[src/rtl/case_dispatch_pkg.sv]
package case_dispatch_pkg;

   typedef enum logic [2:0] {
      CD_IDLE,
      CD_EVAL,
      CD_KEY_REQ,
      CD_KEY_WAIT,
      CD_ADR_REQ,
      CD_ADR_WAIT,
      CD_DONE
   } cd_state_e;

   function automatic int cd_max(input int a, input int b);
      return (a > b) ? a : b;
   endfunction

endpackage

[src/rtl/case_dispatch_offset.sv]
// Scales the selector by the entry stride (selector * STRIDE), modulo 2^ADDR_W.
module case_dispatch_offset #(
   parameter int ADDR_W   = 24,
   parameter int SEL_W    = 8,
   parameter int STRIDE   = 3,
   parameter bit USE_MULT = 1'b0
) (
   input  logic [SEL_W-1:0]  sel,
   output logic [ADDR_W-1:0] offs
);

   localparam int TERMS = $clog2(STRIDE + 1);
   localparam logic [31:0] STRIDE_V = 32'(STRIDE);

   logic [ADDR_W-1:0] sel_ext;
   assign sel_ext = ADDR_W'(sel);

   generate
      if (USE_MULT) begin : g_mult
         assign offs = sel_ext * ADDR_W'(STRIDE);
      end else begin : g_shift_add
         // Constant stride: one shifted copy of the selector per set bit.
         logic [ADDR_W-1:0] part [TERMS];
         for (genvar i = 0; i < TERMS; i++) begin : g_term
            if (STRIDE_V[i]) begin : g_on
               assign part[i] = sel_ext << i;
            end else begin : g_off
               assign part[i] = '0;
            end
         end
         always_comb begin
            offs = '0;
            for (int k = 0; k < TERMS; k++) begin
               offs = offs + part[k];
            end
         end
      end
   endgenerate

endmodule

[src/rtl/case_dispatch_collect.sv]
// Gathers the address bytes into one word, one byte lane per read, lowest address in the least significant lane.
module case_dispatch_collect #(
   parameter int ADDR_W = 24,
   parameter int NBYTES = 3,
   parameter int IDX_W  = 2
) (
   input  logic              clk,
   input  logic              rst_n,
   input  logic              clear,
   input  logic              load,
   input  logic [IDX_W-1:0]  idx,
   input  logic [7:0]        byte_in,
   output logic [ADDR_W-1:0] word
);

   generate
      for (genvar g = 0; g < NBYTES; g++) begin : g_lane
         logic [7:0] lane_q;
         always_ff @(posedge clk or negedge rst_n) begin
            if (!rst_n) begin
               lane_q <= '0;
            end else if (clear) begin
               lane_q <= '0;
            end else if (load && (idx == IDX_W'(g))) begin
               lane_q <= byte_in;
            end
         end
         assign word[g*8 +: 8] = lane_q;
      end
   endgenerate

endmodule

[src/rtl/case_dispatch_ctrl.sv]
// Sequencer: bounds check, record walk and address fetch.
module case_dispatch_ctrl
   import case_dispatch_pkg::*;
#(
   parameter int ADDR_W = 24,
   parameter int SEL_W  = 8,
   parameter int LIM_W  = 8,
   parameter int NBYTES = 3,
   parameter int IDX_W  = 2
) (
   input  logic              clk,
   input  logic              rst_n,
   input  logic              start,
   input  logic              search_mode,
   input  logic [ADDR_W-1:0] tbl_base,
   input  logic [SEL_W-1:0]  selector,
   input  logic [LIM_W-1:0]  limit,
   input  logic [ADDR_W-1:0] idx_offs,
   input  logic              rd_valid,
   input  logic [7:0]        rd_data,
   output logic [SEL_W-1:0]  sel_q,
   output logic              rd_req,
   output logic [ADDR_W-1:0] rd_addr,
   output logic              busy,
   output logic              done,
   output logic              taken,
   output logic              col_clear,
   output logic              col_load,
   output logic [IDX_W-1:0]  col_idx
);

   localparam int REC_BYTES = NBYTES + 1;
   localparam int CMP_W     = cd_max(SEL_W, LIM_W);
   localparam logic [IDX_W-1:0] LAST_IDX = IDX_W'(NBYTES - 1);

   cd_state_e         state;
   logic              mode_q;
   logic [ADDR_W-1:0] base_q;
   logic [LIM_W-1:0]  lim_q;
   logic [ADDR_W-1:0] rec_ptr;
   logic [LIM_W-1:0]  rec_cnt;
   logic [ADDR_W-1:0] fetch_ptr;
   logic [IDX_W-1:0]  nbyte;
   logic              taken_q;
   logic              out_of_range;
   logic              walk_over;
   logic              key_hit;

   assign out_of_range = CMP_W'(sel_q) >= CMP_W'(lim_q);
   assign walk_over    = (rec_cnt == lim_q);
   assign key_hit      = (rd_data == 8'(sel_q));

   always_ff @(posedge clk or negedge rst_n) begin
      if (!rst_n) begin
         state     <= CD_IDLE;
         mode_q    <= 1'b0;
         base_q    <= '0;
         sel_q     <= '0;
         lim_q     <= '0;
         rec_ptr   <= '0;
         rec_cnt   <= '0;
         fetch_ptr <= '0;
         nbyte     <= '0;
         taken_q   <= 1'b0;
      end else begin
         unique case (state)
            CD_IDLE: begin
               if (start) begin
                  mode_q  <= search_mode;
                  base_q  <= tbl_base;
                  sel_q   <= selector;
                  lim_q   <= limit;
                  rec_ptr <= tbl_base;
                  rec_cnt <= '0;
                  taken_q <= 1'b0;
                  state   <= CD_EVAL;
               end
            end
            CD_EVAL: begin
               if (!mode_q) begin
                  if (out_of_range) begin
                     state <= CD_DONE;
                  end else begin
                     fetch_ptr <= base_q + idx_offs;
                     nbyte     <= '0;
                     state     <= CD_ADR_REQ;
                  end
               end else if (walk_over) begin
                  state <= CD_DONE;
               end else begin
                  state <= CD_KEY_REQ;
               end
            end
            CD_KEY_REQ: state <= CD_KEY_WAIT;
            CD_KEY_WAIT: begin
               if (rd_valid) begin
                  if (key_hit) begin
                     fetch_ptr <= rec_ptr + ADDR_W'(1);
                     nbyte     <= '0;
                     state     <= CD_ADR_REQ;
                  end else begin
                     rec_ptr <= rec_ptr + ADDR_W'(REC_BYTES);
                     rec_cnt <= rec_cnt + LIM_W'(1);
                     state   <= CD_EVAL;
                  end
               end
            end
            CD_ADR_REQ: state <= CD_ADR_WAIT;
            CD_ADR_WAIT: begin
               if (rd_valid) begin
                  if (nbyte == LAST_IDX) begin
                     taken_q <= 1'b1;
                     state   <= CD_DONE;
                  end else begin
                     nbyte <= nbyte + IDX_W'(1);
                     state <= CD_ADR_REQ;
                  end
               end
            end
            CD_DONE: state <= CD_IDLE;
            default: state <= CD_IDLE;
         endcase
      end
   end

   assign rd_req    = (state == CD_KEY_REQ) || (state == CD_ADR_REQ);
   assign rd_addr   = (state == CD_KEY_REQ) ? rec_ptr : (fetch_ptr + ADDR_W'(nbyte));
   assign busy      = (state != CD_IDLE);
   assign done      = (state == CD_DONE);
   assign taken     = taken_q;
   assign col_clear = (state == CD_IDLE) && start;
   assign col_load  = (state == CD_ADR_WAIT) && rd_valid;
   assign col_idx   = nbyte;

endmodule

[src/rtl/case_dispatch.sv]
module case_dispatch #(
   parameter int ADDR_W   = 24,
   parameter int SEL_W    = 8,
   parameter int LIM_W    = 8,
   parameter bit USE_MULT = 1'b0
) (
   input  logic              clk,
   input  logic              rst_n,
   input  logic              start,
   input  logic              search_mode,
   input  logic [ADDR_W-1:0] tbl_base,
   input  logic [SEL_W-1:0]  selector,
   input  logic [LIM_W-1:0]  limit,
   output logic              rd_req,
   output logic [ADDR_W-1:0] rd_addr,
   input  logic              rd_valid,
   input  logic [7:0]        rd_data,
   output logic              done,
   output logic              taken,
   output logic [ADDR_W-1:0] target
);

   localparam int NBYTES = ADDR_W / 8;
   localparam int IDX_W  = (NBYTES > 1) ? $clog2(NBYTES) : 1;

   initial begin
      assert (ADDR_W % 8 == 0 && NBYTES >= 2)
         else $fatal(1, "case_dispatch: ADDR_W must be a multiple of 8, at least 16");
      assert (SEL_W >= 1 && SEL_W <= 8)
         else $fatal(1, "case_dispatch: SEL_W must fit in one key byte");
      assert (LIM_W >= 1 && LIM_W <= 16)
         else $fatal(1, "case_dispatch: LIM_W out of range");
   end

   logic [SEL_W-1:0]  sel_q;
   logic [ADDR_W-1:0] idx_offs;
   logic              busy;
   logic              col_clear;
   logic              col_load;
   logic [IDX_W-1:0]  col_idx;

   case_dispatch_offset #(
      .ADDR_W(ADDR_W), .SEL_W(SEL_W), .STRIDE(NBYTES), .USE_MULT(USE_MULT)
   ) u_offs (
      .sel (sel_q),
      .offs(idx_offs)
   );

   case_dispatch_ctrl #(
      .ADDR_W(ADDR_W), .SEL_W(SEL_W), .LIM_W(LIM_W), .NBYTES(NBYTES), .IDX_W(IDX_W)
   ) u_ctrl (
      .clk        (clk),
      .rst_n      (rst_n),
      .start      (start),
      .search_mode(search_mode),
      .tbl_base   (tbl_base),
      .selector   (selector),
      .limit      (limit),
      .idx_offs   (idx_offs),
      .rd_valid   (rd_valid),
      .rd_data    (rd_data),
      .sel_q      (sel_q),
      .rd_req     (rd_req),
      .rd_addr    (rd_addr),
      .busy       (busy),
      .done       (done),
      .taken      (taken),
      .col_clear  (col_clear),
      .col_load   (col_load),
      .col_idx    (col_idx)
   );

   case_dispatch_collect #(
      .ADDR_W(ADDR_W), .NBYTES(NBYTES), .IDX_W(IDX_W)
   ) u_col (
      .clk    (clk),
      .rst_n  (rst_n),
      .clear  (col_clear),
      .load   (col_load),
      .idx    (col_idx),
      .byte_in(rd_data),
      .word   (target)
   );

endmodule

[config.mk]
export PLATFORM = sky130hd
export DESIGN_NAME = case_dispatch
export DESIGN_NICKNAME = d
export VERILOG_FILES = /design/src/rtl/case_dispatch_pkg.sv /design/src/rtl/case_dispatch_offset.sv /design/src/rtl/case_dispatch_collect.sv /design/src/rtl/case_dispatch_ctrl.sv /design/src/rtl/case_dispatch.sv
export SDC_FILE = /design/constraint.sdc
export NUM_CORES = 1
export LEC_CHECK = 0
export BUFFER_PORTS_ARGS = -buffer_cell sky130_fd_sc_hd__buf_2
export CORE_MARGIN = 2
export CORE_UTILIZATION = 40
export CTS_CLUSTER_SIZE = 8
export DETAILED_ROUTE_END_ITERATION = 8
export GPL_TIMING_DRIVEN = 1
export PLACE_DENSITY = 0.64
export SYNTH_ARGS = -nofsm -noshare
export SYNTH_HDL_FRONTEND = slang
export SYNTH_SLANG_ARGS = --single-unit
[constraint.sdc]
create_clock -name clk -period 3.45 [get_ports clk]
set_input_delay 0.1725 -clock clk [delete_from_list [all_inputs] [get_ports clk]]
set_output_delay 0.1725 -clock clk [all_outputs]
set_load 0.02 [all_outputs]
==> run summary, run 1 <==
Pins Over Slew Limit: 0
Worst-path clk slew: 60 ps
Synth area leader: dfrtp_1
total number of vias: 7,479
Die W: 147 um
Setup Skew: 18.8 ps
Via density: 5.42
num rows: 52
Synth Register Bits: 127
Post-Syn Area: 8230 sq um
Routed Antenna Nets: 0
Area Growth Syn to Fin: 20.3%
Placer Congestion: 0.894
fraction of registers with async set/reset: 100%
worst-case clock buffer depth: 2
RSZ-0062 raised after global routing: no
Slowest cell on crit path: dfrtp_1
CTS tree: built
number of global-route vias before repair: 7,026
maxcap violations: 0
Pleak: 4.45 nW
I/O pin cnt: 104
wire length of the first global-routing pass: 38,100 um
count of final hold-check violations: 0
synth warn: 0
Clock Sinks: 127
slew at the pin closest to its max-slew limit: 840 ps
Total GRT Usage: 22.0%
critical-path cell list: ha_1 -> inv_1 -> fa_1 -> nand3b_1 -> nor3_2 -> and3_1 -> nand4_1 -> xor2_1 -> o21ai_0 -> buf_2
initial core utilization: 40.7%
WL final: 23,300 um
FMAX: 314 MHz
Starting DRT DRC Count: 704
Setup TNS: 0 ps
largest net degree at the start of global routing: 82
pre-CTS WS: 336 ps
maximum VDD drop: 0.366 mV
per-cell routed wire length: 16.9 um
nets: 1,186
Die ar.: 21,700 sq um
number of fillers in the final layout: 1,946
slew margin rel.: 44.0%
Required @ worst endpoint: 3280 ps
critical path class: flip-flop to primary output
critical path arrival: 3020 ps
initial antenna violation count: 0
Placed Cells: 1,309
Root Buffer: clkbuf_16
Setup WS post-layout: 262 ps
PwrDens: 941 nW/um^2
Setup-failing EPs final: 0
status: finished clean
core footprint: 20,200 sq um
Tmin final: 3190 ps
Yosys cell types: 81
HP Class: input port to flip-flop
syn_nets: 1,077
Inserted Clock Buffers: 17
die extent in y: 147 um
placed wire-length estimate: 16,700 um
Synth top area share: 38.6%
htree depth: 4
final std cells w/o fill: 1,380
gr ovfl total: 0
final worst path period share: 92.4%
layout cell share with drive strength beyond 1: 15.9%
Cells after Synth: 988
Avg Cell Area, Syn: 8.33 sq um
list of most frequent post-synthesis cells: 229 x nand2_1, 127 x dfrtp_1, 71 x nor2_1
DRC viols: 0
nature of the critical path endpoint: primary output
Synth area leaders: dfrtp_1 39%, nand2_1 10%, ha_1 4.1%
slowest stage delay, CP: 420 ps
Critical Path Fanout Max: 5
number of inserted diodes: 0
CP Launch Type: flip-flop
count leader, synth: nand2_1
post-synthesis sequential area ratio: 38.6%
DR pass1 iterations: 5
Port Buffers: 103
Post-synth EDFFs: 0
Most used DFF post-synth: dfrtp_1
clock latency on the worst-skew pair: 420 ps
## final cells by class
| cell class | count | area [sq um] | share of cell area (%) |
|---|---|---|---|
| Multi-Input combinational cell | 772 | 4690 | 47.4 |
| Inverter | 24 | 90.1 | 0.910 |
| Tap cell | 270 | 338 | 3.41 |
| Sequential cell | 127 | 3180 | 32.1 |
| Clock inverter | 12 | 98.8 | 0.999 |
| Timing Repair Buffer | 155 | 1030 | 10.4 |
| Clock buffer | 20 | 467 | 4.72 |
## cell usage in the layout (no fill, tap or decap), drive strengths merged, types with 4 or more instances in the layout
cell type	n
a211oi	6
a21o	5
a21oi	62
a22o	4
a311oi	10
a31oi	4
and2	5
and3	15
and4	6
buf	116
clkbuf	20
clkinv	5
dfrtp	127
dlygate4sd3	39
fa	9
ha	27
inv	30
mux2i	7
nand2	229
nand3	54
nand4	22
nor2	71
nor3	16
o211ai	4
o21a	4
o21ai	66
o31ai	4
or3	7
xnor2	36
xor2	36
## cell families (layout without fill, tap and decap cells)
| kind of cell | Yosys count | in the layout | synth area share (%) |
|---|---|---|---|
| simple gates | 445 | 445 | 25.0 |
| compound gates | 209 | 209 | 16.6 |
| flops | 127 | 127 | 38.6 |
| buf+inv | 89 | 211 | 4.56 |
| xor+xnor | 72 | 72 | 7.66 |
| fa+ha+maj | 36 | 36 | 6.30 |
| mux | 10 | 10 | 1.26 |
## routing by layer
metal	part of all wire (%)	vias up	track usage, %	wire (um)
met1	48	3509	33.2	11100
li1	-	3664	-	-
met2	43	282	31.9	9980
met5	0	-	0	0
met3	8.0	24	4.72	1870
met4	1.3	0	6.01	306
## report_power, final
group | switching [W] | internal [W]
registers | 0.000991 | 0.00213
clock network | 0.000703 | 0.000992
logic | 0.00265 | 0.00185
total | 0.00435 | 0.00497
## flip-flops by register name (all words and copies together), names as in the netlist
| register | count |
|---|---|
| u_ctrl.mode_q | 1 |
| u_ctrl.rec_cnt | 8 |
| u_ctrl.base_q | 24 |
| u_ctrl.state | 3 |
| u_ctrl.rec_ptr | 24 |
| u_ctrl.sel_q | 8 |
| u_ctrl.fetch_ptr | 24 |
| u_ctrl.taken | 1 |
| u_ctrl.lim_q | 8 |
| u_ctrl.col_idx | 2 |
| u_col.g_lane.lane_q | 24 |
## final timing paths
kind                                               start                                to  slack (ps)  cells after the start
max reg2reg                  u_ctrl.sel_q[1]$_DFFE_PN0P_  u_ctrl.fetch_ptr[13]$_DFFE_PN0P_         320                     10
min reg2reg                 u_ctrl.base_q[8]$_DFFE_PN0P_      u_ctrl.base_q[8]$_DFFE_PN0P_         490                      2
max                        u_ctrl.col_idx[0]$_DFFE_PN0P_                       rd_addr[16]         260                     10
min in group asynchronous                          rst_n          u_ctrl.taken$_DFFE_PN0P_         290                      2
max in group asynchronous                          rst_n     u_ctrl.base_q[17]$_DFFE_PN0P_        2250                      3
min                                          tbl_base[0]     u_ctrl.rec_ptr[0]$_DFFE_PN0P_          20                      3
## stage by stage
step	instance area, sq um	power, W	hold slack [ps]	util (%)
floorplan	8230	0.00621	-123	-
global placement	8940	0.00749	223	44.2
detailed placement	8940	0.00756	220	44.2
CTS	9890	0.00934	14.3	48.9
global route	9900	0.0101	30.1	48.9
finish	9900	0.00932	21.1	48.9
## critical path, delay by kind of cell (launching register included)
kind / cells / cell delay (ps)
xor+xnor: 1 / 160
simple gates: 4 / 1010
buf+inv: 2 / 250
fa+ha+maj: 2 / 580
flops: 1 / 420
compound gates: 1 / 190
## timing repair
| item | 4_1_cts | 5_1_grt |
|---|---|---|
| hold buffers | 39 | 0 |
| resized for setup | 0 | 1 |
| endpoints found under the setup margin | 0 | 3 |
| endpoints found under the hold margin | 83 | 0 |
| buffers inserted | 0 | 0 |
No activity file was read; power rests on OpenSTA's default activity.
==> run 2, diff against run 1 <==
- PLACE_DENSITY: 0.64 -> 0.63
- SYNTH_HIERARCHICAL: unset -> 1
==> run 2 against run 1 <==
Net effect: the flow now finishes with violations (setup timing); fmax decreased by 12%; largest cell class unchanged; clock-buffer cell count decreased by 1; total power increased by 13%; clock power increased by 9%; design area increased by 13%; critical endpoint is now u_ctrl/fetch_ptr[20]$_DFFE_PN0P_.
==> run summary, run 2 <==
Post-synth EDFFs: 0 (unchanged)
Hold Path Origin: tbl_base[19]
number of fillers in the final layout: 2,066 (+6.2%)
R2R cell count: 12 (+2)
Yosys cell types: 72 (-11%)
Synth Register Bits: 127 (unchanged)
list of most frequent post-synthesis cells: 208 x nand2_1, 127 x dfrtp_1, 75 x nor2_1
initial antenna violation count: 0 (unchanged)
fraction of registers with async set/reset: 100% (unchanged)
RSZ-0062 raised after global routing: yes
per-cell routed wire length: 17.0 um (+1.0%)
Compound-Gate Fraction of Synth Area: 16.7% (+0.13 points)
DR pass1 iterations: 5 (unchanged)
slew margin rel.: 42.1% (-1.9 points)
Synth Area in Simple Gates: 23.0% (-2.1 points)
critical path class: flip-flop to flip-flop
Root Buffer: clkbuf_16
synth warn: 6 (+6)
Starting DRT DRC Count: 557 (-21%)
Reg2Reg Launch Point: u_ctrl/sel_q[1]$_DFFE_PN0P_
final worst path period share: 105% (+13 points)
Area Growth Syn to Fin: 24.5%
worst-case clock buffer depth: 2 (unchanged)
status: finished with violations
worst hold stages: 3 (unchanged)
count leader, synth: nand2_1
Synth area leaders: dfrtp_1 35%, nand2_1 8.7%, ha_1 6.4%
layout cell share with drive strength beyond 1: 20.4% (+4.5 points)
maximum VDD drop: 0.487 mV (+33%)
Routed Antenna Nets: 0 (unchanged)
Synth area leader: dfrtp_1
commonest non-fill, non-tap cell in the layout: nand2_1
Total GRT Usage: 21.8% (-0.17 points)
maxcap violations: 0 (unchanged)
placed wire-length estimate: 18,500 um (+11%)
num rows: 54 (+3.8%)
reg2reg end: u_ctrl/fetch_ptr[20]$_DFFE_PN0P_
total number of vias: 8,293 (+11%)
Synth top area share: 35.4% (-3.2 points)
Die W: 154 um (+4.3%)
largest family of logic cells by synthesized area: simple AND/OR/NAND/NOR gates
core footprint: 21,900 sq um (+8.2%)
hold slack final: 17.6 ps (-3.43 ps)
die extent in y: 154 um (+4.3%)
CTS tree: built
Power Total: 0.0105 W (+13%)
Placer Congestion: 0.894 (unchanged)
initial core utilization: 41.0% (+0.30 points)
gr ovfl total: 0 (unchanged)
number of inserted diodes: 0 (unchanged)
design area: 11,200 sq um (+13%)
Cells after Synth: 1,086 (+9.9%)
Setup Skew: 8.06 ps (-10.7 ps)
wire length of the first global-routing pass: 41,600 um (+9.1%)
WHS Endpoint: u_ctrl/base_q[19]$_DFFE_PN0P_
clock latency on the worst-skew pair: 420 ps (about the same)
HP Class: input port to flip-flop
flop-to-flop setup slack: -190 ps (-510 ps)
largest net degree at the start of global routing: 87 (+6.1%)
dpl cell area: 9950 sq um (+11%)
nets: 1,331 (+12%)
count of final hold-check violations: 0 (unchanged)
post-synthesis sequential area ratio: 35.4% (-3.2 points)
Required @ worst endpoint: 3740 ps (+460 ps)
Inserted Clock Buffers: 17 (unchanged)
XOR/XNOR Fraction of Synth Area: 8.79% (+1.1 points)
number of global-route vias before repair: 7,863 (+12%)
Die ar.: 23,600 sq um (+8.7%)
slew at the pin closest to its max-slew limit: 865 ps (+24.7 ps)
Most used DFF post-synth: dfrtp_1
most frequent cells in the layout: 207 x nand2_1, 125 x dfrtp_1, 102 x buf_2
DRC viols: 0 (unchanged)
Via density: 5.45 (+0.54%)
Synth Area in Adders: 7.09% (+0.79 points)
nature of the critical path endpoint: flip-flop
Clock Sinks: 127 (unchanged)
Tmin final: 3640 ps (+449 ps)
htree depth: 4 (unchanged)
Setup WS post-layout: -187 ps (-449 ps)
Pins Over Slew Limit: 0 (unchanged)
critical path arrival: 3930 ps (+910 ps)
Pleak: 5.20 nW (+17%)
failing checks: setup timing
Post-Syn Area: 8970 sq um (+9.0%)
Avg Cell Area, Syn: 8.26 sq um (-0.86%)
PwrDens: 944 nW/um^2 (+0.24%)
CP Launch Type: flip-flop
Critical Path Fanout Max: 4 (-1)
Worst-path clk slew: 60 ps (about the same)
I/O pin cnt: 104 (unchanged)
Port Buffers: 103 (unchanged)
FMAX: 275 MHz (-12%)
WL final: 25,900 um (+11%)
Setup-failing EPs final: 8 (+8)
multiplexer share of the synthesized area: 3.88% (+2.6 points)
## run 2: changes by cell type in the layout (fill, tap and decap cells not counted), sizes merged, moves of 12 or more
cell,delta
o21ai,+27
xnor2,+12
conb,+14
mux2i,+21
nand2b,+34
nand2,-21
ha,+19
dlygate4sd3,-12
buf,+49
nand3,-25
## run 2: area by class of cell
| cell class | count | area, sq um | share of cell area (%) |
|---|---|---|---|
| Multi-Input combinational cell | 871 | 5680 | 50.8 |
| Clock inverter | 13 | 161 | 1.45 |
| Tap cell | 280 | 350 | 3.14 |
| Timing Repair Buffer | 192 | 1280 | 11.4 |
| Clock buffer | 19 | 443 | 3.97 |
| Sequential cell | 127 | 3180 | 28.5 |
| Inverter | 20 | 75.1 | 0.672 |
## run 2: what timing repair did
| action | CTS | global route |
|---|---|---|
| endpoints found under the setup margin | 8 | 13 |
| hold buffers | 27 | 0 |
| gates resized for setup | 12 | 32 |
| endpoints found under the hold margin | 68 | 0 |
| pin swaps | 15 | 24 |
| buffers inserted | 6 | 7 |
## run 2: cells by family after synthesis
logic type,after synthesis
compound gates,245
xor+xnor,90
fa+ha+maj,49
buf+inv,101
flops,127
mux,34
other cells,1
simple gates,439
## run 2: power breakdown
part,leakage (nW),switching (W),internal (W)
clock,0.298,0.000693,0.00116
combinational,3.31,0.00321,0.00259
sequential,1.59,0.000756,0.00213
total,5.20,0.00465,0.00588
## run 2: worst max-delay path: stages, from the launching register on
cell      delay, ps
dfrtp_2         440
ha_1            340
a211oi_2        320
o31ai_4         120
a311o_1         370
ha_4            250
and2_1          170
a221o_1         360
nor2b_4         150
or3_4           370
a211oi_2        210
xnor2_1         100
a221o_1         300
## run 2: worst max path at each step
stage	from	slack, ps	to	depth (start not counted)
global placement	u_ctrl/sel_q[1]$_DFFE_PN0P_	-140	u_ctrl/fetch_ptr[20]$_DFFE_PN0P_	14
CTS	u_ctrl/sel_q[1]$_DFFE_PN0P_	-130	u_ctrl/fetch_ptr[20]$_DFFE_PN0P_	13
global route	u_ctrl/sel_q[2]$_DFFE_PN0P_	-300	u_ctrl/fetch_ptr[20]$_DFFE_PN0P_	13
detailed placement	u_ctrl/sel_q[1]$_DFFE_PN0P_	-210	u_ctrl/fetch_ptr[20]$_DFFE_PN0P_	14
finish	u_ctrl/sel_q[1]$_DFFE_PN0P_	-190	u_ctrl/fetch_ptr[20]$_DFFE_PN0P_	12
floorplan	u_ctrl/sel_q[1]$_DFFE_PN0P_	-120	u_ctrl/fetch_ptr[20]$_DFFE_PN0P_	14
## run 2: through the flow
stage	setup TNS (ps)	cells	setup WS, ps	utilization (%)
2_1_floorplan	-162	1099	-120	-
6_report	-674	1522	-187	51.0
4_1_cts	-256	1516	-128	49.9
5_1_grt	-1940	1522	-299	51.0
3_3_place_gp	-217	1451	-138	45.5
3_5_place_dp	-861	1451	-210	45.5
## run 2: per-layer routing
metal	routed length, um	up-vias	track usage (%)	share of wire (%)
li1	-	4037	-	-
met1	11900	3965	30.9	46
met2	11900	248	33.9	46
met3	1540	43	3.83	5.9
met4	649	0	7.47	2.5
met5	0	-	0	0
==> run 3, diff against run 2 <==
- SETUP_SLACK_MARGIN: unset -> 0.15
==> run 3 against run 2 <==
Net effect: the run still ends with setup timing left; non-clock buffer count rose by 4; via count down 0.40%; critical path depth up 2; hold slack better by 1.2 ps; critical path type unchanged.
==> run summary, run 3 (synthesized netlist as in run 2, its figures left out) <==
status: finished with violations
failing checks: setup timing
slowest stage delay, CP: 440 ps (about the same)
Tmin final: 3620 ps (-20.3 ps)
slew margin rel.: 25.4% (-17 points)
critical-path cell list: buf_6 -> fa_2 -> a21oi_2 -> o21ai_2 -> a21oi_2 -> xor2_1 -> ha_1 -> a21o_1 -> a221o_1 -> nor2b_4 -> or3_4 -> a211oi_4 -> xnor2_1 -> a221o_1
total number of vias: 8,260 (-0.40%)
Total GRT Usage: 21.6% (-0.27 points)
Metal-1 WL: 11,900 um (-0.29%)
number of fillers in the final layout: 2,043 (-1.1%)
switching part of the total: 44.2% (about the same)
WL final: 25,600 um (-1.2%)
Psw: 0.00468 W (+0.63%)
Area Growth Syn to Fin: 25.3%
Critical path buffers and inverters: 1 (+1)
Via density: 5.42 (-0.59%)
Slowest cell on crit path: dfrtp_2
maxcap violations: 0 (unchanged)
commonest non-fill, non-tap cell in the layout: nand2_1
Setup-failing EPs final: 4 (-4)
dpl cell area: 10000 sq um (+0.45%)
Root Buffer: clkbuf_16
maximum VDD drop: 0.431 mV (-11%)
critical path class: flip-flop to flip-flop
Pins Over Slew Limit: 0 (unchanged)
pre-CTS WS: -183 ps (+26.9 ps)
initial core utilization: 41.0% (unchanged)
wire length of the first global-routing pass: 41,100 um (-1.2%)
Die ar.: 23,600 sq um (unchanged)
Setup WS post-layout: -167 ps (+20.3 ps)
htree depth: 4 (unchanged)
Critical Path Fanout Max: 4 (unchanged)
final worst path period share: 105% (-0.59 points)
Power Total: 0.0106 W (+0.58%)
Starting DRT DRC Count: 655 (+18%)
number of inserted diodes: 0 (unchanged)
FMAX: 276 MHz (+0.56%)
Layout Utilization: 51.3% (+0.31 points)
Clock Sinks: 127 (unchanged)
critical path arrival: 3920 ps (about the same)
routed wl met2: 11,800 um (-0.59%)
layout cell share with drive strength beyond 1: 21.4% (+1.1 points)
Routed Antenna Nets: 0 (unchanged)
Port Buffers: 103 (unchanged)
Inserted Clock Buffers: 17 (unchanged)
CTS tree: built
HP Class: input port to flip-flop
nets: 1,335 (+0.30%)
initial antenna violation count: 0 (unchanged)
DRC viols: 0 (unchanged)
clock latency on the worst-skew pair: 430 ps (about the same)
Setup TNS: -426 ps (+248 ps)
RSZ-0062 raised after global routing: yes
CP Launch Type: flip-flop
design area: 11,200 sq um (+0.62%)
core footprint: 21,900 sq um (unchanged)
count of final hold-check violations: 0 (unchanged)
logic gate share of total power: 55.9% (+0.9 points)
DR pass1 iterations: 6 (+1)
Pleak: 5.22 nW (+0.31%)
die extent in y: 154 um (unchanged)
placed wire-length estimate: 18,500 um (-0.34%)
Required @ worst endpoint: 3750 ps (about the same)
Die W: 154 um (unchanged)
Int Power: 0.00591 W (+0.55%)
Clock power frac: 16.9% (-0.7 points)
Placer Congestion: 0.858 (-4.0%)
Crit path max-delay family: compound AO/OA/AOI/OAI gates
max layer used: met4
worst-case clock buffer depth: 2 (unchanged)
gr ovfl total: 0 (unchanged)
num rows: 54 (unchanged)
most frequent cells in the layout: 207 x nand2_1, 125 x dfrtp_1, 102 x buf_2
largest net degree at the start of global routing: 59 (-32%)
per-cell routed wire length: 16.8 um (-1.4%)
metal3 WL: 1610 um (+4.9%)
PwrDens: 943 nW/um^2 (about the same)
Worst-path clk slew: 60 ps (about the same)
Flop pwr share: 27.2% (-0.2 points)
Setup Skew: 7.71 ps (-0.348 ps)
slew at the pin closest to its max-slew limit: 1120 ps (+250 ps)
I/O pin cnt: 104 (unchanged)
number of global-route vias before repair: 7,781 (-1.0%)
nature of the critical path endpoint: flip-flop
-- run 3: path summary, 6_finish.rpt --
check                                               from                               end  slack (ps)  cells past startpoint
setup reg to reg             u_ctrl/sel_q[1]$_DFFE_PN0P_  u_ctrl/fetch_ptr[20]$_DFFE_PN0P_        -170                     14
setup / recovery             u_ctrl/sel_q[1]$_DFFE_PN0P_  u_ctrl/fetch_ptr[20]$_DFFE_PN0P_        -170                     14
hold / removal                               tbl_base[5]      u_ctrl/base_q[5]$_DFFE_PN0P_          20                      3
min in group asynchronous                          rst_n     u_ctrl/rec_cnt[7]$_DFFE_PN0P_         360                      2
max in group asynchronous                          rst_n       u_ctrl/sel_q[2]$_DFFE_PN0P_        2200                      3
hold reg to reg            u_ctrl/base_q[17]$_DFFE_PN0P_     u_ctrl/base_q[17]$_DFFE_PN0P_         480                      2
-- run 3: metrics by stage --
stage	instances	hold slack, ps
final	1525	18.8
after global routing	1525	15.7
after CTS	1522	3.74
after detailed placement	1457	301
after global placement	1457	299
after floorplan	1099	-123
-- run 3: power groups by stage --
stage | registers (W) | clock network (W) | logic (W)
finish | 0.00288 | 0.00179 | 0.00592
global route | 0.00298 | 0.00189 | 0.00651
global placement | 0.00286 | 0 | 0.00513
detailed placement | 0.00288 | 0 | 0.00521
CTS | 0.00287 | 0.00183 | 0.00552
floorplan | 0.00279 | 0 | 0.00357
-- run 3: what timing repair did --
item,CTS,global route
buffers inserted,6,3
endpoints found under the hold margin,84,0
gates resized for setup,23,34
pin swaps,27,26
endpoints found under the setup margin,10,16
hold buffers,28,0
-- run 3: layer usage --
layer	global-route usage (%)	up-vias
li1	-	4053
met1	31.1	3928
met2	33.3	254
met3	3.69	25
met4	6.42	0
met5	0	-
-- run 3: area by class of cell --
| cell class | instances | area, sq um | area share [%] |
|---|---|---|---|
| tap | 280 | 350 | 3.12 |
| clock buffer | 18 | 439 | 3.91 |
| multi-input combinational | 871 | 5730 | 51.0 |
| clock inverter | 13 | 140 | 1.25 |
| timing repair buffer | 196 | 1320 | 11.7 |
| inverter | 20 | 75.1 | 0.668 |
| sequential | 127 | 3180 | 28.3 |
-- run 3: worst register-to-register path, cell delays in order (launching register included) --
cell and delay, ps:
dfrtp_2 440, buf_6 130, fa_2 400, a21oi_2 190, o21ai_2 70, a21oi_2 170
xor2_1 180, ha_1 260, a21o_1 200, a221o_1 320, nor2b_4 150, or3_4 380
a211oi_4 210, xnor2_1 80, a221o_1 300
